## config.mk

```make
export PLATFORM = sky130hd
export DESIGN_NAME = dsp_selftest
export DESIGN_NICKNAME = d
export VERILOG_FILES = /design/src/rtl/dsp_selftest_pkg.sv /design/src/rtl/dsp_selftest_seq.sv /design/src/rtl/dsp_selftest_romsum.sv /design/src/rtl/dsp_selftest_patgen.sv /design/src/rtl/dsp_selftest.sv
export SDC_FILE = /design/constraint.sdc
export NUM_CORES = 1
export LEC_CHECK = 0
export ABC_AREA = 1
export BUFFER_PORTS_ARGS = -buffer_cell sky130_fd_sc_hd__buf_4
export CORE_UTILIZATION = 45
export DETAILED_ROUTE_END_ITERATION = 7
export PLACE_DENSITY = 0.7
export SLEW_MARGIN = 20
export SYNTH_ARGS = -nofsm -noshare
export SYNTH_HDL_FRONTEND = slang
export SYNTH_HIERARCHICAL = 1
export SYNTH_SLANG_ARGS = --single-unit
```

## constraint.sdc

```tcl
create_clock -name clk -period 3.24 [get_ports clk]
set_input_delay 0.648 -clock clk [delete_from_list [all_inputs] [get_ports clk]]
set_output_delay 0.648 -clock clk [all_outputs]
set_load 0.01 [all_outputs]
```

## src/rtl/dsp_selftest_pkg.sv

```systemverilog
package dsp_selftest_pkg;

  typedef enum logic [2:0] {
    PH_IDLE  = 3'd0,
    PH_ROM   = 3'd1,
    PH_PAT_A = 3'd2,
    PH_PAT_B = 3'd3,
    PH_WIPE  = 3'd4
  } phase_e;

  localparam int          CW_W       = 8;
  localparam int          START_BIT  = 6;
  localparam int          PASS_BIT   = 5;
  localparam logic [CW_W-1:0] PASS_MASK = CW_W'(1) << PASS_BIT;
  localparam logic [7:0]  BLANK_CODE = 8'h20;

endpackage

```

## src/rtl/dsp_selftest_seq.sv

```systemverilog
module dsp_selftest_seq
  import dsp_selftest_pkg::*;
#(
  parameter int TL        = 18,
  parameter int HEAD      = 130,
  parameter int PAT_LEN   = 131003,
  parameter int WIPE_LEN  = 8
) (
  input  logic          clk,
  input  logic          rst_n,
  input  logic          start,
  output logic          busy,
  output logic [TL-1:0] cnt,
  output logic          last,
  output phase_e        phase
);

  localparam int TOTAL = 1 << TL;
  localparam logic [TL-1:0] PAT_A_AT = TL'(HEAD);
  localparam logic [TL-1:0] PAT_B_AT = TL'(HEAD + PAT_LEN);
  localparam logic [TL-1:0] WIPE_AT  = TL'(TOTAL - WIPE_LEN);

  assign last = busy && (cnt == '1);

  always_ff @(posedge clk or negedge rst_n) begin
    if (!rst_n) begin
      busy <= 1'b0;
      cnt  <= '0;
    end else if (!busy) begin
      if (start) begin
        busy <= 1'b1;
        cnt  <= '0;
      end
    end else begin
      cnt <= cnt + 1'b1;
      if (last) busy <= 1'b0;
    end
  end

  always_comb begin
    if (!busy)             phase = PH_IDLE;
    else if (cnt < PAT_A_AT) phase = PH_ROM;
    else if (cnt < PAT_B_AT) phase = PH_PAT_A;
    else if (cnt < WIPE_AT)  phase = PH_PAT_B;
    else                     phase = PH_WIPE;
  end

endmodule

```

## src/rtl/dsp_selftest_romsum.sv

```systemverilog
module dsp_selftest_romsum
  import dsp_selftest_pkg::*;
#(
  parameter int         TL       = 18,
  parameter int         ROM_AW   = 7,
  parameter logic [7:0] SUM_GOLD = 8'h00
) (
  input  logic              clk,
  input  logic              rst_n,
  input  logic              start,
  input  phase_e            phase,
  input  logic [TL-1:0]     cnt,
  output logic              rom_rd,
  output logic [ROM_AW-1:0] rom_addr,
  input  logic [7:0]        rom_rdata,
  output logic              pass_load,
  output logic              pass_val
);

  localparam int ROM_N = 1 << ROM_AW;
  localparam logic [TL-1:0] LAST_DATA_AT = TL'(ROM_N);

  logic       data_q;
  logic [7:0] sum_q;
  logic [7:0] sum_full;

  assign rom_rd   = (phase == PH_ROM) && (cnt < LAST_DATA_AT);
  assign rom_addr = cnt[ROM_AW-1:0];

  assign sum_full  = 8'(sum_q + rom_rdata);
  assign pass_load = data_q && (cnt == LAST_DATA_AT);
  assign pass_val  = (sum_full == SUM_GOLD);

  always_ff @(posedge clk or negedge rst_n) begin
    if (!rst_n) begin
      data_q <= 1'b0;
      sum_q  <= '0;
    end else begin
      data_q <= rom_rd;
      if (start)       sum_q <= '0;
      else if (data_q) sum_q <= sum_full;
    end
  end

endmodule

```

## src/rtl/dsp_selftest_patgen.sv

```systemverilog
module dsp_selftest_patgen
  import dsp_selftest_pkg::*;
#(
  parameter int TL       = 18,
  parameter int CHAR_N   = 8,
  parameter int ROWS     = 7,
  parameter int COLS     = 5,
  parameter int WIPE_AT  = 262136
) (
  input  logic                 clk,
  input  logic                 rst_n,
  input  phase_e               phase,
  input  logic [TL-1:0]        cnt,
  output logic                 pat_valid,
  input  logic                 pat_ready,
  output logic [ROWS*COLS-1:0] pat_data,
  output logic [$clog2(CHAR_N > 1 ? CHAR_N : 2)-1:0] pat_char,
  output logic                 pat_inv
);

  localparam int PW  = ROWS * COLS;
  localparam int CAW = $clog2(CHAR_N > 1 ? CHAR_N : 2);
  localparam logic [TL-1:0]  CLOSE_AT = TL'(WIPE_AT - 1);
  localparam logic [CAW-1:0] IDX_TOP  = CAW'(CHAR_N - 1);

  logic [PW-1:0]  base_pat;
  logic [CAW-1:0] idx_q;
  logic           win;
  logic           inv_now;
  logic           load;

  for (genvar r = 0; r < ROWS; r++) begin : g_row
    for (genvar c = 0; c < COLS; c++) begin : g_col
      assign base_pat[r*COLS + c] = ((r + c) % 2) == 0;
    end
  end

  assign win     = ((phase == PH_PAT_A) || (phase == PH_PAT_B)) && (cnt != CLOSE_AT);
  assign inv_now = (phase == PH_PAT_B);
  assign load    = win && (!pat_valid || pat_ready);

  always_ff @(posedge clk or negedge rst_n) begin
    if (!rst_n) begin
      pat_valid <= 1'b0;
      pat_data  <= '0;
      pat_char  <= '0;
      pat_inv   <= 1'b0;
      idx_q     <= '0;
    end else if (!win) begin
      pat_valid <= 1'b0;
      idx_q     <= '0;
    end else if (load) begin
      pat_valid <= 1'b1;
      pat_char  <= idx_q;
      pat_inv   <= inv_now;
      pat_data  <= inv_now ? ~base_pat : base_pat;
      idx_q     <= (idx_q == IDX_TOP) ? '0 : idx_q + 1'b1;
    end
  end

endmodule

```

## src/rtl/dsp_selftest.sv

```systemverilog
module dsp_selftest
  import dsp_selftest_pkg::*;
#(
  parameter int         TOTAL_LOG2 = 18,
  parameter int         ROM_AW     = 7,
  parameter int         CHAR_N     = 8,
  parameter int         PAT_ROWS   = 7,
  parameter int         PAT_COLS   = 5,
  parameter int         UDC_AW     = 4,
  parameter logic [7:0] SUM_GOLD   = 8'h00
) (
  input  logic                         clk,
  input  logic                         rst_n,
  input  logic                         cw_wr_en,
  input  logic [7:0]                   cw_wdata,
  output logic [7:0]                   cw_rdata,
  output logic                         busy,
  output logic                         rom_rd,
  output logic [ROM_AW-1:0]            rom_addr,
  input  logic [7:0]                   rom_rdata,
  output logic                         pat_valid,
  input  logic                         pat_ready,
  output logic [PAT_ROWS*PAT_COLS-1:0] pat_data,
  output logic [$clog2(CHAR_N > 1 ? CHAR_N : 2)-1:0] pat_char,
  output logic                         pat_inv,
  output logic                         clr_we,
  output logic [$clog2(CHAR_N > 1 ? CHAR_N : 2)-1:0] clr_addr,
  output logic [7:0]                   clr_code,
  output logic [UDC_AW-1:0]            udc_addr
);

  localparam int TL        = TOTAL_LOG2;
  localparam int TOTAL     = 1 << TL;
  localparam int PW        = PAT_ROWS * PAT_COLS;
  localparam int CAW       = $clog2(CHAR_N > 1 ? CHAR_N : 2);
  localparam int ROM_SPAN  = (1 << ROM_AW) + 1;
  localparam int WIPE_LEN  = CHAR_N;
  localparam int PAT_LEN   = (TOTAL - ROM_SPAN - WIPE_LEN) / 2;
  localparam int HEAD      = TOTAL - 2 * PAT_LEN - WIPE_LEN;
  localparam int WIPE_AT   = TOTAL - WIPE_LEN;
  localparam logic [TL-1:0] WIPE_START = TL'(WIPE_AT);

  logic          start;
  logic          seq_last;
  logic [TL-1:0] cnt;
  phase_e        phase;
  logic          pass_load;
  logic          pass_val;
  logic [7:0]    cw_q;

  assign start = cw_wr_en && !busy && cw_wdata[START_BIT];

  dsp_selftest_seq #(
    .TL       (TL),
    .HEAD     (HEAD),
    .PAT_LEN  (PAT_LEN),
    .WIPE_LEN (WIPE_LEN)
  ) u_seq (
    .clk   (clk),
    .rst_n (rst_n),
    .start (start),
    .busy  (busy),
    .cnt   (cnt),
    .last  (seq_last),
    .phase (phase)
  );

  dsp_selftest_romsum #(
    .TL       (TL),
    .ROM_AW   (ROM_AW),
    .SUM_GOLD (SUM_GOLD)
  ) u_romsum (
    .clk       (clk),
    .rst_n     (rst_n),
    .start     (start),
    .phase     (phase),
    .cnt       (cnt),
    .rom_rd    (rom_rd),
    .rom_addr  (rom_addr),
    .rom_rdata (rom_rdata),
    .pass_load (pass_load),
    .pass_val  (pass_val)
  );

  dsp_selftest_patgen #(
    .TL      (TL),
    .CHAR_N  (CHAR_N),
    .ROWS    (PAT_ROWS),
    .COLS    (PAT_COLS),
    .WIPE_AT (WIPE_AT)
  ) u_patgen (
    .clk       (clk),
    .rst_n     (rst_n),
    .phase     (phase),
    .cnt       (cnt),
    .pat_valid (pat_valid),
    .pat_ready (pat_ready),
    .pat_data  (pat_data),
    .pat_char  (pat_char),
    .pat_inv   (pat_inv)
  );

  // Control word: bit 5 only moves on a pass result, the rest only while idle.
  always_ff @(posedge clk or negedge rst_n) begin
    if (!rst_n) begin
      cw_q <= '0;
    end else if (!busy) begin
      if (cw_wr_en) cw_q <= (cw_wdata & ~PASS_MASK) | (cw_q & PASS_MASK);
    end else if (seq_last) begin
      cw_q <= cw_q & PASS_MASK;
    end else if (pass_load) begin
      cw_q[PASS_BIT] <= pass_val;
    end
  end

  assign cw_rdata = cw_q;

  always_ff @(posedge clk or negedge rst_n) begin
    if (!rst_n)        udc_addr <= '0;
    else if (seq_last) udc_addr <= '1;
  end

  assign clr_we   = (phase == PH_WIPE);
  assign clr_addr = CAW'(cnt - WIPE_START);
  assign clr_code = clr_we ? BLANK_CODE : 8'h00;

endmodule

```

# --- Word-level counts from Yosys, hierarchy flattened ---
# Index checks and enable logic that the tools add are counted.
classes:
  n_lt_le_gt_ge: 4
  n_eq_ne: 12
  reduce_logical: 18
  bitwise_logic: 1
  muxes: 24
  n_addsub: 4
op_table:
  columns: ["operator", "n"]
  rows:
  - ["18-bit less-than comparator, second input constant", 2]
  - ["18-bit by 8-bit less-than comparator with 1-bit output, second input constant", 2]
  - ["18-bit two-way mux", 2]
  - ["35-bit two-way mux", 1]
  - ["8-bit two-way mux", 4]
  - ["3-bit two-way mux", 7]
  - ["18-bit by 1-bit adder with 18-bit output, second input constant", 1]
  - ["18-bit == test, second input constant", 1]
  - ["18-bit by 8-bit == test with 1-bit output, second input constant", 1]
  - ["18-bit != test, second input constant", 1]
  - ["8-bit adder", 1]
  - ["8-bit zero test", 1]
  - ["2-bit != test, second input constant", 4]
  - ["8-bit by 6-bit bitwise OR with 8-bit output", 1]
  - ["1-bit logical AND", 7]
  - ["1-bit two-way mux", 7]
  - ["3-bit by 2-bit == test with 1-bit output, second input constant", 2]
  - ["3-bit == test, second input constant", 2]
  - ["6-bit two-way mux", 1]
  - ["2-bit nonzero test", 3]
  - ["5-bit two-way mux", 1]
  - ["2-bit AND reduction", 2]
  - ["3-bit by 1-bit adder with 3-bit output, second input constant", 1]
  - ["3-bit by 1-bit == test with 1-bit output, second input constant", 1]
  - ["5 further kinds", 7]
word_totals:
  out_inout_bits: 73
  ff_bits: 80
  elab_cells: 75

# --- Logic depth before layout (Yosys ltp) ---
# Gate-level depths: netlist of run 1.
depth:
  depth_word: 11
  mapped_depth: 12

# --- By module ---
# Netlist of run 1, hierarchy kept.
modules_own_cells:
  columns: ["module", "area_per_inst_um2", "instances", "seq_area_each_um2", "cells_each"]
  rows:
  - ["dsp_selftest_seq", 1275.0, 1, 475.5, 190]
  - ["dsp_selftest_romsum", 837.1, 1, 225.2, 124]
  - ["dsp_selftest_patgen", 788.3, 1, 225.2, 97]
  - ["dsp_selftest", 460.4, 1, 225.2, 55]

# --- Worst setup path before layout of run 1 ---
# OpenSTA, ideal clock, no wires.
synth_path:
  kind: "reg2out"
  start: "reg u_seq.cnt[15]"
  end: "out clr_code[5]"
  t_arrival_ns: 1.725
  stages_incl_launch_ff: 9
  setup_slack_ns: 0.867
  path_buffers: 1
  path_cell_list: "dfrtp_1 nand2_1 nor2_1 nand3_1 nor2_1 inv_1 nor2_1 nor3b_1 buf_4"
synth_between:
  elab_chain_len: 7
  elab_cells_between_ends: 9
synth_rtl:
  columns: ["element", "line_no", "rtl"]
  rows:
  - ["from (decl)", "dsp_selftest_seq.sv:13", "output logic [TL-1:0] cnt,"]
  - ["from (signal assigned)", "dsp_selftest_seq.sv:35", "cnt <= cnt + 1'b1;"]
  - ["18-bit less-than comparator", "dsp_selftest_seq.sv:44", "else if (cnt < WIPE_AT) phase = PH_PAT_B;"]
  - ["3-bit two-way mux", "dsp_selftest_seq.sv:44", null]
  - ["3-bit two-way mux", "dsp_selftest_seq.sv:43", "else if (cnt < PAT_B_AT) phase = PH_PAT_A;"]
  - ["3-bit two-way mux (*)", "dsp_selftest_seq.sv:42", "else if (cnt < PAT_A_AT) phase = PH_ROM;"]
  - ["3-bit two-way mux (*)", "dsp_selftest_seq.sv:41", "if (!busy) phase = PH_IDLE;"]
  - ["net phase[2]", "dsp_selftest.sv:46", "phase_e phase;"]
  - ["3-bit == test (*)", "dsp_selftest.sv:123", "assign clr_we = (phase == PH_WIPE);"]
  - ["net clr_we", "dsp_selftest.sv:26", "output logic clr_we,"]
  - ["6-bit two-way mux (*)", "dsp_selftest.sv:125", "assign clr_code = clr_we ? BLANK_CODE : 8'h00;"]
  - ["to (decl)", "dsp_selftest.sv:28", "output logic [7:0] clr_code,"]
# Mark *: on every way through the listed nets, which the timed path passes. The rest lies on a longest branch.

# --- Worst setup path in the final report of run 1 ---
layout_path:
  start: "reg u_seq.cnt[2]"
  end: "out rom_rd"
layout_between:
  elab_chain_len: 7
  elab_cells_between_ends: 10
layout_rtl:
  columns: ["element", "line_no", "rtl"]
  rows:
  - ["18-bit less-than comparator", "dsp_selftest_seq.sv:44", null]
  - ["3-bit two-way mux", "dsp_selftest_seq.sv:44", null]
  - ["3-bit two-way mux", "dsp_selftest_seq.sv:43", null]
  - ["3-bit two-way mux (*)", "dsp_selftest_seq.sv:42", null]
  - ["3-bit two-way mux (*)", "dsp_selftest_seq.sv:41", null]
  - ["net phase[0]", "dsp_selftest.sv:46", null]
  - ["3-bit by 1-bit == test with 1-bit output (*)", "dsp_selftest_romsum.sv:27", "assign rom_rd = (phase == PH_ROM) && (cnt < LAST_DATA_AT);"]
  - ["1-bit logical AND (*)", "dsp_selftest_romsum.sv:27", null]
  - ["to (decl)", "dsp_selftest.sv:18", "output logic rom_rd,"]
# Marks and branches as above.

==> results by group, run 1 <==
Die
  – Die Ht: slightly below 90 um
  – Starting density of the core: 0.463
  – Die area: 7820 um^2
  – Rows: 31
  – Chip width: approximately 88 um
  – Core area: roughly 7300 um^2
  – I/O pin count: a little over 90

Power and ir drop
  – Combinational fraction of design power: 0.525
  – Net switching power: ~1.2 mW
  – Sequential share of power: 0.349
  – Sw frac: 0.439
  – P_int: 1.59 mW
  – Clock network fraction of total power: 0.126
  – Max VDD drop: about 380 uV
  – Leak Pwr: ~2.1 nW
  – PD cells: between 700 and 800 nW/um^2

Run status
  – Status: finished clean

Global routing
  – Largest net degree at the start of global routing: 47
  – Vias in the first global route: between 2,000 and 3,000
  – GR Util All Layers: 0.193
  – Initial antenna violation count: 0
  – First-pass GRT wire length: roughly 12,000 um
  – Grt ovf: 0

Drt
  – Final wirelength: between 7000 and 8000 um
  – DRC viols: 0
  – Via density: between 4 and 5
  – First-pass iteration count of the detailed router: 4
  – DR WL/cell: about 12 um
  – Post-DRT Antenna Nets: 0
  – Vias: a little under 3,000
  – Initial DRC count: between 90 and 100

Clock network
  – Num CTS Buffers: 5
  – Clock tree buffer depth: 2
  – Total clock sinks: 46
  – Hold-fix buffer count after cts: 0
  – Root buffer cell: clkbuf_8
  – Worst-path clk slew: ~90 ps
  – Clock Latency Late Sink: ~300 ps
  – Post_cts resized: 0
  – CTS tree: built
  – Post-CTS Setup Inserts: 0
  – CTS HTree Levels: 2

Logic synthesis
  – Leading area contributor after synthesis: dfrtp_1
  – EDFF count, synth: 0
  – Synth Flop Type: dfrtp_1
  – Ys Warns: 6
  – Synth async-reset ratio: 1.00
  – Yosys cell types: 36
  – Gate Count Post-Synth: 466
  – Synthesized cell area: approximately 3400 um^2
  – Post-Syn Area per Cell: 7.21 um^2
  – Synth Register Bits: 46
  – Post-synth top area share: 0.343
  – Top post-synthesis cells by area: dfrtp_1 34%, nand2_1 14%, buf_4 12%, inv_1 6.4%, nor2_1 5.0%
  – Seq/Total Area, Yosys: 0.343

Timing
  – Final Max Slew Viols: 0
  – Setup violations, final: 0
  – Worst Slack Setup Final: approximately 220 ps
  – RSZ-0062 raised after global routing: no
  – Max_slew headroom: 0.610
  – Final Hold Viols: 0
  – Fin Setup TNS: 0 ps
  – Worst-margin pin slew: 583 ps
  – Tcrit/Tclk final: 0.931
  – Minimum clock period: approximately 3000 ps
  – Setup Skew: about 12 ps
  – Max Clk Rate: 0.332 GHz

Final layout
  – Leading cell types in the layout, fill and taps excluded: 129 x nand2_1, 86 x buf_4, 57 x inv_1, 45 x dfrtp_1, 45 x nor2_1
  – Final instance area: 3800 um^2
  – Syn-to-layout area delta: 13.2%
  – Commonest non-fill, non-tap cell in the layout: nand2_1
  – # nets final: 540
  – Share of layout cells above drive strength 1: 0.238
  – # diodes: 0

Setup path
  – WS Path Type: flip-flop to primary output
  – Critical-path cell list: nand2_1 > nor2_8 > nand2_1 > nand3_1 > nand3_1 > a21oi_1 > nand3_1 > nor3_1 > buf_4
  – Critical path destination: rom_rd
  – RR Startpoint: u_seq/cnt[17]
  – Critical-path top delay cell: dfrtp_1
  – Worst R2R Path Depth: 11
  – Crit. End Element: primary output
  – Startpoint Class: flip-flop
  – Critical Path Max Stage Delay: approximately 510 ps
  – Crit path max fanout: 10
  – Reg2reg setup slack: between 1000 and 1500 ps
  – Crit. Startpoint: u_seq/cnt[2]
  – Worst Path Arrival: between 2000 and 2500 ps
  – Worst r2r dst: u_patgen/pat_data[33]
  – Critical path data required time: roughly 2600 ps
  – Crit-path most repeated cell: nand3_1

Placement
  – Post-DP HPWL: between 5000 and 6000 um
  – Port buffer count: 84
  – Routability cong.: between 0.8 and 0.9
  – Post-place setup slack: between 500 and 600 ps
  – Placed Area: ~3700 um^2

Flow run
  – Max_cap viols: 0

Min path
  – HP Class: input port to async pin
cells by family (layout without fill, tap and decap cells):
logic type / after synthesis / after routing / synth area share
xor+xnor: 1 / 1 / 0.00261
compound gates: 35 / 35 / 0.0581
buf+inv: 117 / 154 / 0.197
flops: 46 / 46 / 0.343
other cells: 1 / 7 / 0.00112
simple gates: 254 / 254 / 0.351
fa+ha+maj: 12 / 12 / 0.0469
synthesized netlist by cell type (2+ instances only):
library cell / count
nand3b_1: 2
nor2_2: 7
nand2_1: 129
o21ai_0: 9
nor4_1: 3
nand2_2: 8
a21oi_1: 15
dfrtp_1: 46
o21ai_1: 4
nor3_1: 3
a22o_1: 2
inv_1: 57
inv_2: 2
nand4_1: 18
nand3_1: 29
nor2_1: 45
nor2_4: 4
ha_1: 11
buf_4: 55
state kept, by name, summed over array words and instances (netlist names):
signal and count:
cw_rdata 8, u_seq/busy 1, udc_addr 1, u_romsum/data_q 1, u_patgen/idx_q 3, u_patgen/pat_char 3
u_romsum/sum_q 8, u_patgen/pat_valid 1, u_seq/cnt 18, u_patgen/pat_data 2
per-layer routing:
metal	track usage	wire, um
met5	0	0
met4	0.0513	54
met3	0.0317	489
met2	0.329	3360
met1	0.254	3260
per-stage QoR:
stage               total power [mW]  hold WS (ps)   util  instances
floorplan                       2.12           352      -        472
global placement                2.45           458  0.512        600
detailed placement              2.50           468  0.512        600
CTS                             2.86           361  0.524        608
global route                    3.11           390  0.524        608
finish                          2.83           342  0.524        608
power groups by stage:
stage	logic, mW	clock network, mW	registers [mW]
after floorplan	1.13	0	0.987
after global placement	1.46	0	0.990
after detailed placement	1.49	0	1.00
after CTS	1.50	0.374	0.991
after global routing	1.68	0.397	1.03
final	1.49	0.356	0.990
worst max-delay path, delay by kind of cell (launching register included):
kind | cells | cell delay, ps
compound gates | 1 | 270
buf+inv | 1 | 200
flops | 1 | 510
simple gates | 7 | 1080
worst min-delay path by stage:
| stage | start | endpoint | slack [ps] | cells after the start |
|---|---|---|---|---|
| after floorplan | rst_n | cw_rdata[0] | 350 | 0 |
| after global placement | cw_rdata[5] | cw_rdata[5] | 460 | 2 |
| after detailed placement | cw_rdata[5] | cw_rdata[5] | 470 | 2 |
| after CTS | rst_n | u_seq/cnt[8] | 360 | 1 |
| after global routing | rst_n | u_patgen/idx_q[1] | 390 | 1 |
| final | rst_n | u_seq/cnt[8] | 340 | 1 |
cell type report:
type	count	area (um^2)
clock buffer	5	68.8
clock inverter	3	18.8
fill	708	3450
inverter	60	225
multi-input combinational	309	1570
sequential	46	1150
tap	99	124
timing repair buffer	86	646
(Power assumes the default switching activity.)
==> inputs of run 2 (changes only) <==
RECOVER_POWER = 50   (was default)
==> run 2 against run 1 <==
Net effect:
- power down 3.2%
- fmax rose by 1.1%
- clock power about the same
- sequential share of layout area is 0.93 points higher
- core utilization fell by 1.6 points
- non-clock buffer count unchanged
- clock-buffer cell count unchanged
- register-to-register slack got worse by 340 ps
- flip-flop and latch count unchanged
- final area fell by 3.0%
- via count is 0.30% lower
- largest cell class unchanged
- largest power group unchanged
- highest routed layer unchanged
==> results by group, run 2 (synthesis results as in run 1) <==
Run status
  – Status: finished clean

Timing
  – Setup Skew: approximately 12 ps
  – Fin Setup TNS: 0 ps
  – Tcrit/Tclk final: 0.921
  – RSZ-0062 raised after global routing: no
  – Setup violations, final: 0
  – Max_slew headroom: 0.237
  – Max Clk Rate: about 0.34 GHz
  – Worst-margin pin slew: about 1100 ps
  – Minimum clock period: ~3000 ps
  – Final Hold Viols: 0
  – Final Max Slew Viols: 0

Die
  – Rows: 31
  – Starting density of the core: 0.463
  – Chip width: 88.4 um
  – Die area: 7820 um^2
  – Die Ht: just under 90 um
  – I/O pin count: 93
  – Core area: just over 7000 um^2

Final layout
  – Share of layout cells above drive strength 1: 0.181
  – Sequential cell area: ~1200 um^2
  – Filler cell count: around 750
  – Syn-to-layout area delta: 9.79%
  – # diodes: 0
  – Max reg flops: 18
  – # nets final: between 500 and 600
  – Largest reg by FF count: u_seq/cnt
  – Commonest non-fill, non-tap cell in the layout: nand2_1
  – Leading cell types in the layout, fill and taps excluded: 129 x nand2_1, 58 x buf_4, 57 x inv_1, 47 x nor2_1, 45 x dfrtp_1
  – Area of the multi-input gates: between 1500 and 2000 um^2

Min path
  – Min-Delay Path Depth: 2
  – HP Class: flip-flop to flip-flop
  – HP Start: cw_rdata[5]

Global routing
  – Grt ovf: 0
  – First-pass GRT wire length: between 10,000 and 15,000 um
  – Initial antenna violation count: 0
  – Vias in the first global route: 2,680
  – Largest net degree at the start of global routing: 47
  – GR Util All Layers: 0.193

Power and ir drop
  – Max VDD drop: 364 uV
  – Net switching power: roughly 1.2 mW
  – Power Total: around 2.7 mW
  – Leak Pwr: ~2 nW
  – Clock network fraction of total power: 0.130
  – Sequential share of power: 0.360
  – P_int: ~1.5 mW
  – Combinational fraction of design power: 0.510
  – Sw frac: 0.453
  – PD cells: 744 nW/um^2

Clock network
  – Worst-path clk slew: 90 ps
  – Hold-fix buffer count after cts: 0
  – Num CTS Buffers: 5
  – CTS HTree Levels: 2
  – Clock tree buffer depth: 2
  – CTS tree: built
  – Post-CTS Setup Inserts: 0
  – Total clock sinks: 46
  – Root buffer cell: clkbuf_8
  – Clock Latency Late Sink: 300 ps

Drt
  – Final wirelength: around 7200 um
  – Initial DRC count: between 90 and 100
  – DRC viols: 0
  – DR WL/cell: approximately 12 um
  – Post-DRT Antenna Nets: 0
  – Vias: ~3,000
  – Via density: slightly below 5
  – First-pass iteration count of the detailed router: 5

Setup path
  – Worst Path Arrival: 2340 ps
  – RR Startpoint: u_seq/busy
  – Worst R2R Path Depth: 10
  – Crit path max fanout: 10
  – Crit. Startpoint: u_seq/cnt[2]
  – WS Path Type: flip-flop to primary output
  – Crit. End Element: primary output
  – Critical path data required time: between 2000 and 3000 ps
  – Startpoint Class: flip-flop

Placement
  – Port buffer count: 84
  – Post-DP HPWL: about 5500 um
  – Routability cong.: between 0.8 and 0.9

Flow run
  – Max_cap viols: 0
## run 2: through the flow
step | cells | area [um^2] | util | setup slack, ps | hold WS, ps
after global routing | 608 | 3690 | 0.509 | 35.3 | 514
final | 608 | 3690 | 0.509 | 256 | 482
after detailed placement | 600 | 3710 | 0.512 | 563 | 468
after CTS | 608 | 3800 | 0.524 | 205 | 361
after floorplan | 472 | 3380 | - | 867 | 352
after global placement | 600 | 3710 | 0.512 | 585 | 458
## run 2: final timing paths
path / endpoint / slack, ps
setup / recovery: rom_rd / 260
hold / removal: cw_rdata[5] / 480
setup reg to reg: cw_rdata[0] / 810
hold reg to reg: cw_rdata[5] / 480
max in group asynchronous: u_seq/cnt[3] / 1910
min in group asynchronous: u_seq/cnt[8] / 560
## run 2: layout make-up
| cell class | instances | share of cell area |
|---|---|---|
| multi-input cells | 309 | 0.423 |
| flip-flops and latches | 46 | 0.312 |
| repair buffers | 86 | 0.147 |
| inverters | 60 | 0.0610 |
| well taps | 99 | 0.0336 |
| clock buffers | 5 | 0.0187 |
| clock inverters | 3 | 0.00509 |
## run 2: what timing repair did
item | CTS | global route
setup endpoints to repair | 0 | 1
gates resized for setup | 0 | 1
hold endpoints to repair | 0 | 0
## run 2: per-layer routing
layer,up-vias,part of all wire,GRT usage
met5,-,0,0
met4,0,0.0075,0.0513
met1,1364,0.47,0.254
met3,4,0.060,0.0317
met2,101,0.46,0.329
li1,1504,-,-
## run 2: power by group through the flow
stage / combinational [mW] / sequential, mW / clock, mW
after floorplan: 1.13 / 0.987 / 0
after global placement: 1.46 / 0.990 / 0
after detailed placement: 1.49 / 1.00 / 0
after CTS: 1.50 / 0.991 / 0.374
after global routing: 1.58 / 1.03 / 0.397
final: 1.40 / 0.988 / 0.356
## run 2: worst max-delay path, stage by stage, from the launching register on
cell and delay (ps):
dfrtp_1 510, nand2_1 200, nor2_8 160, nand2_1 70
nand3_1 70, nand3_1 80, a21oi_1 270, nand3_1 120
nor3_1 360, buf_4 200
